## src/rtl/seg_addr_unit.sv

```systemverilog
module seg_addr_unit #(
  parameter int SEG_W = 16,
  parameter int SHIFT = 4,
  parameter int BYTE_W = 8,
  parameter logic [15:0] CS_RST = 16'hFFFF
) (
  input  logic                  clk,
  input  logic                  rst_n,
  input  logic                  ld_en,
  input  logic [1:0]            ld_sel,
  input  logic [SEG_W-1:0]      ld_val,
  input  logic                  req_valid,
  output logic                  req_ready,
  input  logic [1:0]            req_kind,
  input  logic                  req_ovr_en,
  input  logic [1:0]            req_ovr_sel,
  input  logic [SEG_W-1:0]      req_off,
  input  logic                  req_word,
  input  logic                  req_wr,
  input  logic [2*BYTE_W-1:0]   req_wdata,
  output logic                  mem_valid,
  output logic [SEG_W+SHIFT-1:0] mem_addr,
  output logic                  mem_we,
  output logic [BYTE_W-1:0]     mem_wdata,
  input  logic                  mem_ack,
  input  logic [BYTE_W-1:0]     mem_rdata,
  output logic                  rsp_valid,
  output logic [2*BYTE_W-1:0]   rsp_rdata,
  output logic                  ovr_err
);
  localparam int AW = SEG_W + SHIFT;

  typedef enum logic [1:0] {S_IDLE, S_LO, S_HI} st_t;

  st_t                st;
  logic [SEG_W-1:0]   seg_r [4];
  logic [SEG_W-1:0]   base_q, off_q;
  logic               word_q, wr_q;
  logic [2*BYTE_W-1:0] wd_q;
  logic [BYTE_W-1:0]  lo_q;
  logic [1:0]         sel;
  logic               illegal, accept, last_beat;

  always_comb begin
    case (req_kind)
      2'd0:    sel = 2'd0;
      2'd1:    sel = 2'd2;
      2'd2:    sel = req_ovr_en ? req_ovr_sel : 2'd1;
      default: sel = 2'd3;
    endcase
  end

  assign illegal   = req_ovr_en && (req_kind != 2'd2);
  assign req_ready = (st == S_IDLE);
  assign accept    = req_valid && req_ready;
  assign mem_valid = (st != S_IDLE);
  assign mem_addr  = {base_q, {SHIFT{1'b0}}} + {{SHIFT{1'b0}}, off_q};
  assign mem_we    = mem_valid && wr_q;
  assign mem_wdata = (st == S_HI) ? wd_q[2*BYTE_W-1:BYTE_W] : wd_q[BYTE_W-1:0];
  assign last_beat = (st == S_HI) || (st == S_LO && !word_q);

  always_ff @(posedge clk) begin
    if (!rst_n) begin
      for (int i = 0; i < 4; i++) seg_r[i] <= (i == 0) ? CS_RST[SEG_W-1:0] : '0;
    end else if (ld_en) begin
      seg_r[ld_sel] <= ld_val;
    end
  end

  always_ff @(posedge clk) begin
    if (!rst_n) begin
      st        <= S_IDLE;
      base_q    <= '0;
      off_q     <= '0;
      word_q    <= 1'b0;
      wr_q      <= 1'b0;
      wd_q      <= '0;
      lo_q      <= '0;
      rsp_valid <= 1'b0;
      rsp_rdata <= '0;
      ovr_err   <= 1'b0;
    end else begin
      rsp_valid <= 1'b0;
      if (accept) begin
        st      <= S_LO;
        base_q  <= seg_r[sel];
        off_q   <= req_off;
        word_q  <= req_word;
        wr_q    <= req_wr;
        wd_q    <= req_wdata;
        if (illegal) ovr_err <= 1'b1;
      end else if (mem_valid && mem_ack) begin
        if (last_beat) begin
          st        <= S_IDLE;
          rsp_valid <= 1'b1;
          rsp_rdata <= word_q ? {mem_rdata, lo_q} : {{BYTE_W{1'b0}}, mem_rdata};
        end else begin
          st    <= S_HI;
          lo_q  <= mem_rdata;
          off_q <= off_q + 1'b1;
        end
      end
    end
  end

  a_r11_hold_on_stall: assert property (@(posedge clk) disable iff (!rst_n)
    mem_valid && !mem_ack |=> mem_valid && $stable(mem_addr) && $stable(mem_we) && $stable(mem_wdata));

  a_r10_sticky: assert property (@(posedge clk) disable iff (!rst_n)
    ovr_err |=> ovr_err);

  a_r10_set: assert property (@(posedge clk) disable iff (!rst_n)
    req_valid && req_ready && req_ovr_en && req_kind != 2'd2 |=> ovr_err);

  a_r7_second_beat: assert property (@(posedge clk) disable iff (!rst_n)
    st == S_LO && word_q && mem_ack |=> mem_valid && !rsp_valid);

  a_r9_rsp_after_ack: assert property (@(posedge clk) disable iff (!rst_n)
    rsp_valid |-> $past(mem_valid && mem_ack));

  a_r2_idle_quiet: assert property (@(posedge clk) disable iff (!rst_n)
    req_ready |-> !mem_valid && !mem_we);
endmodule

```

## config.mk

```make
export PLATFORM = sky130hd
export DESIGN_NAME = seg_addr_unit
export DESIGN_NICKNAME = d
export VERILOG_FILES = /design/src/rtl/seg_addr_unit.sv
export SDC_FILE = /design/constraint.sdc
export NUM_CORES = 1
export LEC_CHECK = 0
export CORE_MARGIN = 2
export CORE_UTILIZATION = 68
export DETAILED_ROUTE_END_ITERATION = 8
export DONT_BUFFER_PORTS = 1
export GPL_TIMING_DRIVEN = 0
export PLACE_DENSITY = 0.88
export SKIP_CTS_REPAIR_TIMING = 1
export SYNTH_ARGS = -nofsm -noshare
export SYNTH_HDL_FRONTEND = slang
export SYNTH_SLANG_ARGS = --single-unit
```

## constraint.sdc

```tcl
create_clock -name clk -period 4.12 [get_ports clk]
set_input_delay 1.03 -clock clk [delete_from_list [all_inputs] [get_ports clk]]
set_output_delay 1.03 -clock clk [all_outputs]
set_load 0.03 [all_outputs]
```

# [Word-level counts from Yosys, hierarchy flattened]
# Memory sizes are Yosys's and may differ from the RTL's. A register that Yosys moved wholly into a read port is not among the register bits.
# Index checks and enable logic that the tools add are counted.
[word_totals] reg_bits=62 ram_bits=64 inputBits=70 out_inout_bits=49 word_cells=60 n_memories=1
[memory_table] memory="seg_r" words=4 width=16 read_ports=1 rd_ports_with_merged_regs=1 wr=4 line="36" text="logic [SEG_W-1:0] seg_r [4];"
[classes] addsub=2 eq_ne=6 n_mux=18 n_bitwise=4 n_reduce_logical=19
[ops] op="$mux W16" n=5
[ops] op="$add A20 B16 Y20" n=1
[ops] op="$add A16 B1 Y16 const B" n=1
[ops] op="$reduce_or A16 Y1" n=1
[ops] op="$mux W1" n=8
[ops] op="$mux W8" n=1
[ops] op="$mux W2" n=3
[ops] op="$pmux W2 S3" n=1
[ops] op="$reduce_and A3 Y1" n=2
[ops] op="$logic_and A1 B1 Y1" n=5
[ops] op="$eq A2 B1 Y1 const B" n=2
[ops] op="$eq A2 B2 Y1 const B" n=2
[ops] op="$logic_not A2 Y1" n=2
[ops] op="$ne A2 B2 Y1 const B" n=2
[ops] op="$not A1 Y1" n=4
[ops] op="$reduce_and A2 Y1" n=2
[ops] op="$reduce_bool A2 Y1" n=2
[ops] op="$reduce_or A3 Y1" n=1
[ops] op="$logic_not A1 Y1" n=2
[ops] op="$reduce_or A2 Y1" n=1
[ops] op="$logic_or A1 B1 Y1" n=1

# [Longest topological paths before layout]
# Gate-level depths: netlist of run 1.
[depth] word_depth=6 mapped_depth=7 depth_no_buf=7

# [Worst setup path after synthesis of run 1]
# No wires, ideal clock.
[synth_path] path_type="reg-to-output" start="register off_q[4]" end="output mem_addr[16]" t_arrival_ns=2.128 t_required_ns=3.090 path_slack_ns=0.962 stages_incl_launch_ff=8 path_buffers=0 cell_sequence="dfxtp_1 -> ha_1 -> fa_1 -> a21o_1 -> a221oi_2 -> o21ai_1 -> a31oi_1 -> xnor2_1"
[synth_between] elab_chain_cells=1
[synth_lines] element="from (decl)" line="37" text="logic [SEG_W-1:0] base_q, off_q;"
[synth_lines] element="from (signal assigned)" line="87" text="off_q <= req_off;"
[synth_lines] element="from (signal assigned)" line="100" text="off_q <= off_q + 1'b1;"
[synth_lines] element="$add A20 B16 Y20" line="57" text="assign mem_addr = {base_q, {SHIFT{1'b0}}} + {{SHIFT{1'b0}}, off_q};"
[synth_lines] element="to (decl)" line="22" text="output logic [SEG_W+SHIFT-1:0] mem_addr,"
# Every way passes these cells.

# [Final worst setup path of run 1]
[layout_path] start="register off_q[4]" end="output mem_addr[12]"
# Same word-level chain as after synthesis.

==> results of run 1 <==
critical path, delay by kind of cell (launching register included):
kind	cells	cell delay, ps
adders and majority gates	2	680
AOI/OAI and AO/OA	3	780
xor gates and xnor gates	1	590
DFF	1	360
sequential cells by signal, summed over array words and instances (netlist names):
register	flops
rsp_valid	1
st	2
word_q	1
seg_r	64
base_q	16
lo_q	8
off_q	16
wr_q	1
ovr_err	1
rsp_rdata	16
wd_q	16
cells by family (layout without fill, tap and decap cells):
kind of cell | count (synthesis) | count (layout)
DFF | 142 | 142
adders and majority gates | 14 | 14
muxes | 32 | 32
and+or+nand+nor | 223 | 223
AOI/OAI and AO/OA | 123 | 123
xor gates and xnor gates | 26 | 26
buffers and inverters | 44 | 76
path summary, 6_finish.rpt:
kind | startpoint | endpoint | slack, ps | cells past startpoint
worst min register to register | wd_q[15] | wd_q[15] | 460 | 2
worst min-delay path | wd_q[15] | wd_q[15] | 460 | 2
worst max-delay path | off_q[4] | mem_addr[12] | 140 | 6
worst max register to register | st[0] | base_q[3] | 2120 | 5
placed cells by master (no fill, tap or decap), drive strengths merged, types with 5 or more instances in the layout:
cell type,n
mux4,16
buf,19
mux2,8
edfxtp,64
nand2b,18
o21ai,14
and2,34
mux2i,8
xor2,14
clkinv,5
and3,18
nor2,33
dfxtp,78
inv,11
nand2,79
a21oi,51
clkbuf,33
clkinvlp,5
nand3,20
a211oi,20
xnor2,12
a31oi,5
nand4,5
ha,13
a22o,16
power by group:
part | total [W] | internal [W] | switching, W
logic | 0.000455 | 0.000155 | 0.000300
clock network | 0.00155 | 0.000930 | 0.000621
registers | 0.00165 | 0.00157 | 0.0000798
area by class of cell:
class / instances / area share [%]
buffer: 35 / 2.48
inverter: 9 / 0.446
clock inverter: 15 / 2.50
sequential: 142 / 46.0
tap: 133 / 2.20
multi-input combinational: 418 / 40.9
clock buffer: 17 / 5.47
metrics by stage:
| stage | setup slack [ps] | power (W) | hold slack (ps) |
|---|---|---|---|
| 2_1_floorplan | 962 | 0.00201 | 432 |
| 3_3_place_gp | 537 | 0.00209 | 438 |
| 3_5_place_dp | 459 | 0.00211 | 449 |
| 4_1_cts | 64.2 | 0.00364 | 460 |
| 5_1_grt | 64.4 | 0.00375 | 474 |
| 6_report | 144 | 0.00366 | 458 |
layer usage:
metal  vias up  GRT usage, %  share of wire, %  wire, µm
li1       2224             -                 -         -
met1      2398          39.9                39      6540
met2       269          53.2                50      8330
met3        36          8.37               9.1      1520
met4         0          8.98               1.9       312
met5         -             0                 0         0
==> results.sh, run 1 <==
export IMPL_syn_to_final_growth_pct=11.8
export IMPL_fin_crit_sh_pct=96.5
export IMPL_clk_latency_ps=530
export IMPL_worst_setup_path_type="reg2out"
export IMPL_io_buffer_count=0
export IMPL_die_w_um=104
export IMPL_p_leak_nw=2.83
export IMPL_grt_pass1_wl_um=26300
export IMPL_hold_class="reg2reg"
export IMPL_vias=4927
export IMPL_drt_first_pass_iters=5
export IMPL_cts_made_buffers=17
export IMPL_initial_utilization_pct=69.6
export IMPL_ys_ff_latch=142
export IMPL_htree_levels=4
export IMPL_rsz0062_at_grt="no"
export IMPL_synth_top_cell_area_share_pct=28.4
export IMPL_setup_viol=0
export IMPL_die_h_um=104
export IMPL_postRouteWirelength_um=16700
export IMPL_grt_max_degree=17
export IMPL_synth_edff_count=64
export IMPL_clockBufferDepth=2
export IMPL_synth_cell_types=58
export IMPL_wire_per_inst_um=21.7
export IMPL_synth_area_mux_share_pct=8.06
export IMPL_synth_most_common_cell="nand2_1"
export IMPL_instances_no_fill=769
export IMPL_synth_fp_nets=688
export IMPL_arrival_ps=2950
export IMPL_syn_inst=604
export IMPL_ys_flop_type="dfxtp_1"
export IMPL_powerDensity_nw_per_um2=483
export IMPL_status="complete, no violations"
export IMPL_synthAdderAreaFrac_pct=2.70
export IMPL_numPlacedInstances=737
export IMPL_max_slew_worst_pin_slew_ps=916
export IMPL_drt_iter0_drc=447
export IMPL_vias_per_cell=6.41
export IMPL_synth_area_leaders="edfxtp_1 (28%), dfxtp_1 (23%), nand2_1 (4.4%)"
export IMPL_crit_path_end_kind="output pin"
export IMPL_root_buffer="clkbuf_8"
export IMPL_cap_viol_max_count=0
export IMPL_crit_fanout=5
export IMPL_finish_utilization_pct=77.8
export IMPL_antenna_found_initial=1
export IMPL_cpPeakStageDelay_ps=590
export IMPL_synth_common_cells="nand2_1 (79), dfxtp_1 (78), edfxtp_1 (64)"
export IMPL_worst_ep_required_time_ps=3090
export IMPL_cts_tree="yes"
export IMPL_gp_congestion=0.916
export IMPL_synth_avg_cell_area_um2=11.2
export IMPL_drcViolationCount=0
export IMPL_dp_hpwl_um=11100
export IMPL_hold_viol=0
export IMPL_num_rows=36
export IMPL_synth_top_area_cell="edfxtp_1"
export IMPL_yosysWarningCount=0
export IMPL_stdcell_area_um2=7570
export IMPL_register_area_um2=3480
export IMPL_die_area_um2=10800
export IMPL_worst_setup_path_start_kind="flop"
export IMPL_yosys_area_share_simple_pct=18.2
export IMPL_max_freq_mhz=251
export IMPL_synth_compound_area_share_pct=13.0
export IMPL_final_layout_size_suffix_gt1_share_pct=17.0
export IMPL_core_um2=9730
export IMPL_synth_top_family_by_area="simple AND/OR/NAND/NOR gates"
export IMPL_track_usage_pct=31.3
export IMPL_ant_nets=0
export IMPL_placed_area_um2=6940
export IMPL_crit_slowest_cell="xor2_1"
export IMPL_fillers=597
export IMPL_synth_xor_area_share_pct=3.36
export IMPL_ir_drop_mv=0.335
export IMPL_multi_input_area_um2=3090
export IMPL_fin_nets=707
export IMPL_slew_limit_headroom_pct=38.9
export IMPL_grt_pass1_vias=5056
export IMPL_period_needed_ps=3980
export IMPL_skew_ps=8.40
export IMPL_cts_sinks=142
export IMPL_synth_area_um2=6770
export IMPL_critical_path_cell_chain="ha_1, fa_1, a21o_1, a221oi_4, o21ai_0, xor2_1"
export IMPL_slew_violations=0
export IMPL_io_pin_count=119
export IMPL_ys_async_sr_fraction_pct=0
export IMPL_ys_seq_area_share_pct=51.4
export IMPL_clkSlewWorstSetupHoldPaths_ps=60
export IMPL_timing_setup_tns_ps=0
export IMPL_diodes=0
export IMPL_overflow=0
Note: power is estimated with default switching activity, not from simulation.
==> run 2: changes to the inputs <==
- ABC_AREA: not set -> 1
- CORE_UTILIZATION: 68 -> 69
- PLACE_DENSITY: 0.88 -> 0.89
==> results.sh, run 2 <==
export IMPL_vias_per_cell=5.77
export IMPL_antenna_found_initial=0
export IMPL_syn_to_final_growth_pct=10.4
export IMPL_r2r_end="base_q[15]"
export IMPL_final_layout_size_suffix_gt1_share_pct=8.70
export IMPL_drt_iter0_drc=598
export IMPL_r2r_start="st[0]"
export IMPL_worst_setup_path_start_kind="flop"
export IMPL_skew_ps=9.05
export IMPL_critPathCapture="mem_addr[14]"
export IMPL_initial_utilization_pct=69.9
export IMPL_wire_per_inst_um=16.6
export IMPL_grt_pass1_vias=5690
export IMPL_p_seq_share_pct=45.7
export IMPL_hold_viol=0
export IMPL_max_slew_worst_pin_slew_ps=740
export IMPL_synth_top_area_cell="edfxtp_1"
export IMPL_crit_path_end_kind="output pin"
export IMPL_grt_pass1_wl_um=27900
export IMPL_root_buffer="clkbuf_8"
export IMPL_status="complete, no violations"
export IMPL_cts_sinks=142
export IMPL_cp_startpoint="base_q[0]"
export IMPL_max_freq_mhz=276
export IMPL_preCtsSetupSlack_ps=1050
export IMPL_arrival_ps=2590
export IMPL_htree_levels=4
export IMPL_ant_nets=0
export IMPL_layout_commonest_cell="nand2_1"
export IMPL_synth_fp_nets=993
export IMPL_internal_power_w=0.00257
export IMPL_clk_latency_ps=540
export IMPL_syn_inst=909
export IMPL_synth_most_common_cell="nand2_1"
export IMPL_ys_async_sr_fraction_pct=0
export IMPL_track_usage_pct=32.2
export IMPL_p_leak_nw=3.58
export IMPL_timing_setup_tns_ps=0
export IMPL_yosysWarningCount=0
export IMPL_synth_edff_count=64
export IMPL_fin_crit_sh_pct=87.9
export IMPL_cts_made_buffers=17
export IMPL_synth_cell_types=38
export IMPL_setup_viol=0
export IMPL_slew_violations=0
export IMPL_io_buffer_count=0
export IMPL_synth_top_cell_area_share_pct=27.0
export IMPL_drcViolationCount=0
export IMPL_core_um2=10200
export IMPL_clkSlewWorstSetupHoldPaths_ps=60
export IMPL_num_rows=37
export IMPL_p_switching_w=0.00102
export IMPL_vias=6223
export IMPL_synth_area_leaders="edfxtp_1 (27%), dfxtp_1 (22%), nand2_1 (8.6%)"
export IMPL_ys_flop_type="dfxtp_1"
export IMPL_rsz0062_at_grt="no"
export IMPL_postLayoutSetupSlackWorst_ps=500
export IMPL_synth_avg_cell_area_um2=7.83
export IMPL_total_power_w=0.00360
export IMPL_postRouteWirelength_um=17900
export IMPL_diodes=0
export IMPL_hold_class="reg2reg"
export IMPL_finish_utilization_pct=77.2
export IMPL_largest_reg_flops=64
export IMPL_worst_setup_path_type="reg2out"
export IMPL_p_sw_share_pct=28.4
export IMPL_largest_register="seg_r"
export IMPL_layout_common_cells="nand2_1 (163), nor2_1 (139), inv_1 (110), a21oi_1 (87), dfxtp_1 (78)"
export IMPL_clockBufferDepth=2
export IMPL_ys_seq_area_share_pct=48.9
export IMPL_r2r_cells=7
export IMPL_die_w_um=106
export IMPL_crit_fanout=3
export IMPL_gp_congestion=0.895
export IMPL_dp_hpwl_um=12300
export IMPL_ir_drop_mv=0.489
export IMPL_synth_common_cells="nand2_1 (163), nor2_1 (139), inv_1 (110)"
export IMPL_worst_ep_required_time_ps=3090
export IMPL_cts_tree="yes"
export IMPL_ff2ff_setup_slack_ps=2440
export IMPL_ys_ff_latch=142
export IMPL_io_pin_count=119
export IMPL_period_needed_ps=3620
export IMPL_die_area_um2=11100
export IMPL_fin_nets=1013
export IMPL_synth_area_um2=7120
export IMPL_slew_limit_headroom_pct=50.6
export IMPL_grt_max_degree=17
export IMPL_pwr_share_comb_pct=13.5
export IMPL_overflow=0
export IMPL_powerDensity_nw_per_um2=458
export IMPL_clkPwrFrac_pct=40.8
export IMPL_cap_viol_max_count=0
export IMPL_die_h_um=106
export IMPL_drt_first_pass_iters=6
-- run 2: final cells by class --
cell class | count | area [µm²]
clock buffers | 19 | 422
inverters | 116 | 439
plain buffers | 45 | 241
fillers | 714 | 2320
flip-flops and latches | 142 | 3480
repair buffers | 1 | 7.51
well taps | 136 | 170
clock inverters | 13 | 140
multi-input cells | 606 | 2960
-- run 2: power groups by stage --
stage / Combinational (W) / Sequential, W / Clock, W
6_report: 0.000486 / 0.00164 / 0.00147
5_1_grt: 0.000532 / 0.00165 / 0.00153
4_1_cts: 0.000481 / 0.00164 / 0.00147
3_5_place_dp: 0.000473 / 0.00167 / 0
3_3_place_gp: 0.000462 / 0.00167 / 0
2_1_floorplan: 0.000381 / 0.00165 / 0
-- run 2: worst min path at each step --
stage / slack (ps) / cells past startpoint / to / start
3_3_place_gp: 440 / 2 / wr_q / wr_q
2_1_floorplan: 430 / 2 / wr_q / wr_q
3_5_place_dp: 470 / 2 / wr_q / wr_q
5_1_grt: 510 / 2 / wd_q[14] / wd_q[14]
4_1_cts: 490 / 2 / wd_q[11] / wd_q[11]
6_report: 480 / 2 / wd_q[5] / wd_q[5]
-- run 2: per-stage QoR --
stage | std cells | hold WS, ps | instance area, µm²
finish | 1078 | 484 | 7860
global route | 1078 | 508 | 7860
CTS | 1078 | 487 | 7860
detailed placement | 1046 | 468 | 7300
global placement | 1045 | 445 | 7290
floorplan | 909 | 430 | 7120
-- run 2: critical path, stage by stage (launching register included) --
cell and delay (ps):
dfxtp_1 340, ha_1 240, fa_1 420, nand3_1 100
nand2_1 100, nand3_1 80, nand2_1 100, nand2_1 80
nand2_1 60, xor2_1 530
-- run 2: layer usage --
layer	GRT usage, %	up-vias	wire length (µm)
met2	52.9	353	8640
met1	41.0	2822	7040
met3	8.35	47	1740
li1	-	3001	-
met5	0	-	0
met4	12.2	0	442
-- run 2: logic make-up after synthesis --
group	Yosys count	share of synthesized area (%)
AOI/OAI and AO/OA	177	13.1
xor gates and xnor gates	12	1.48
adders and majority gates	14	2.57
buffers and inverters	161	9.56
DFF	142	48.9
muxes	8	1.27
and+or+nand+nor	395	23.1
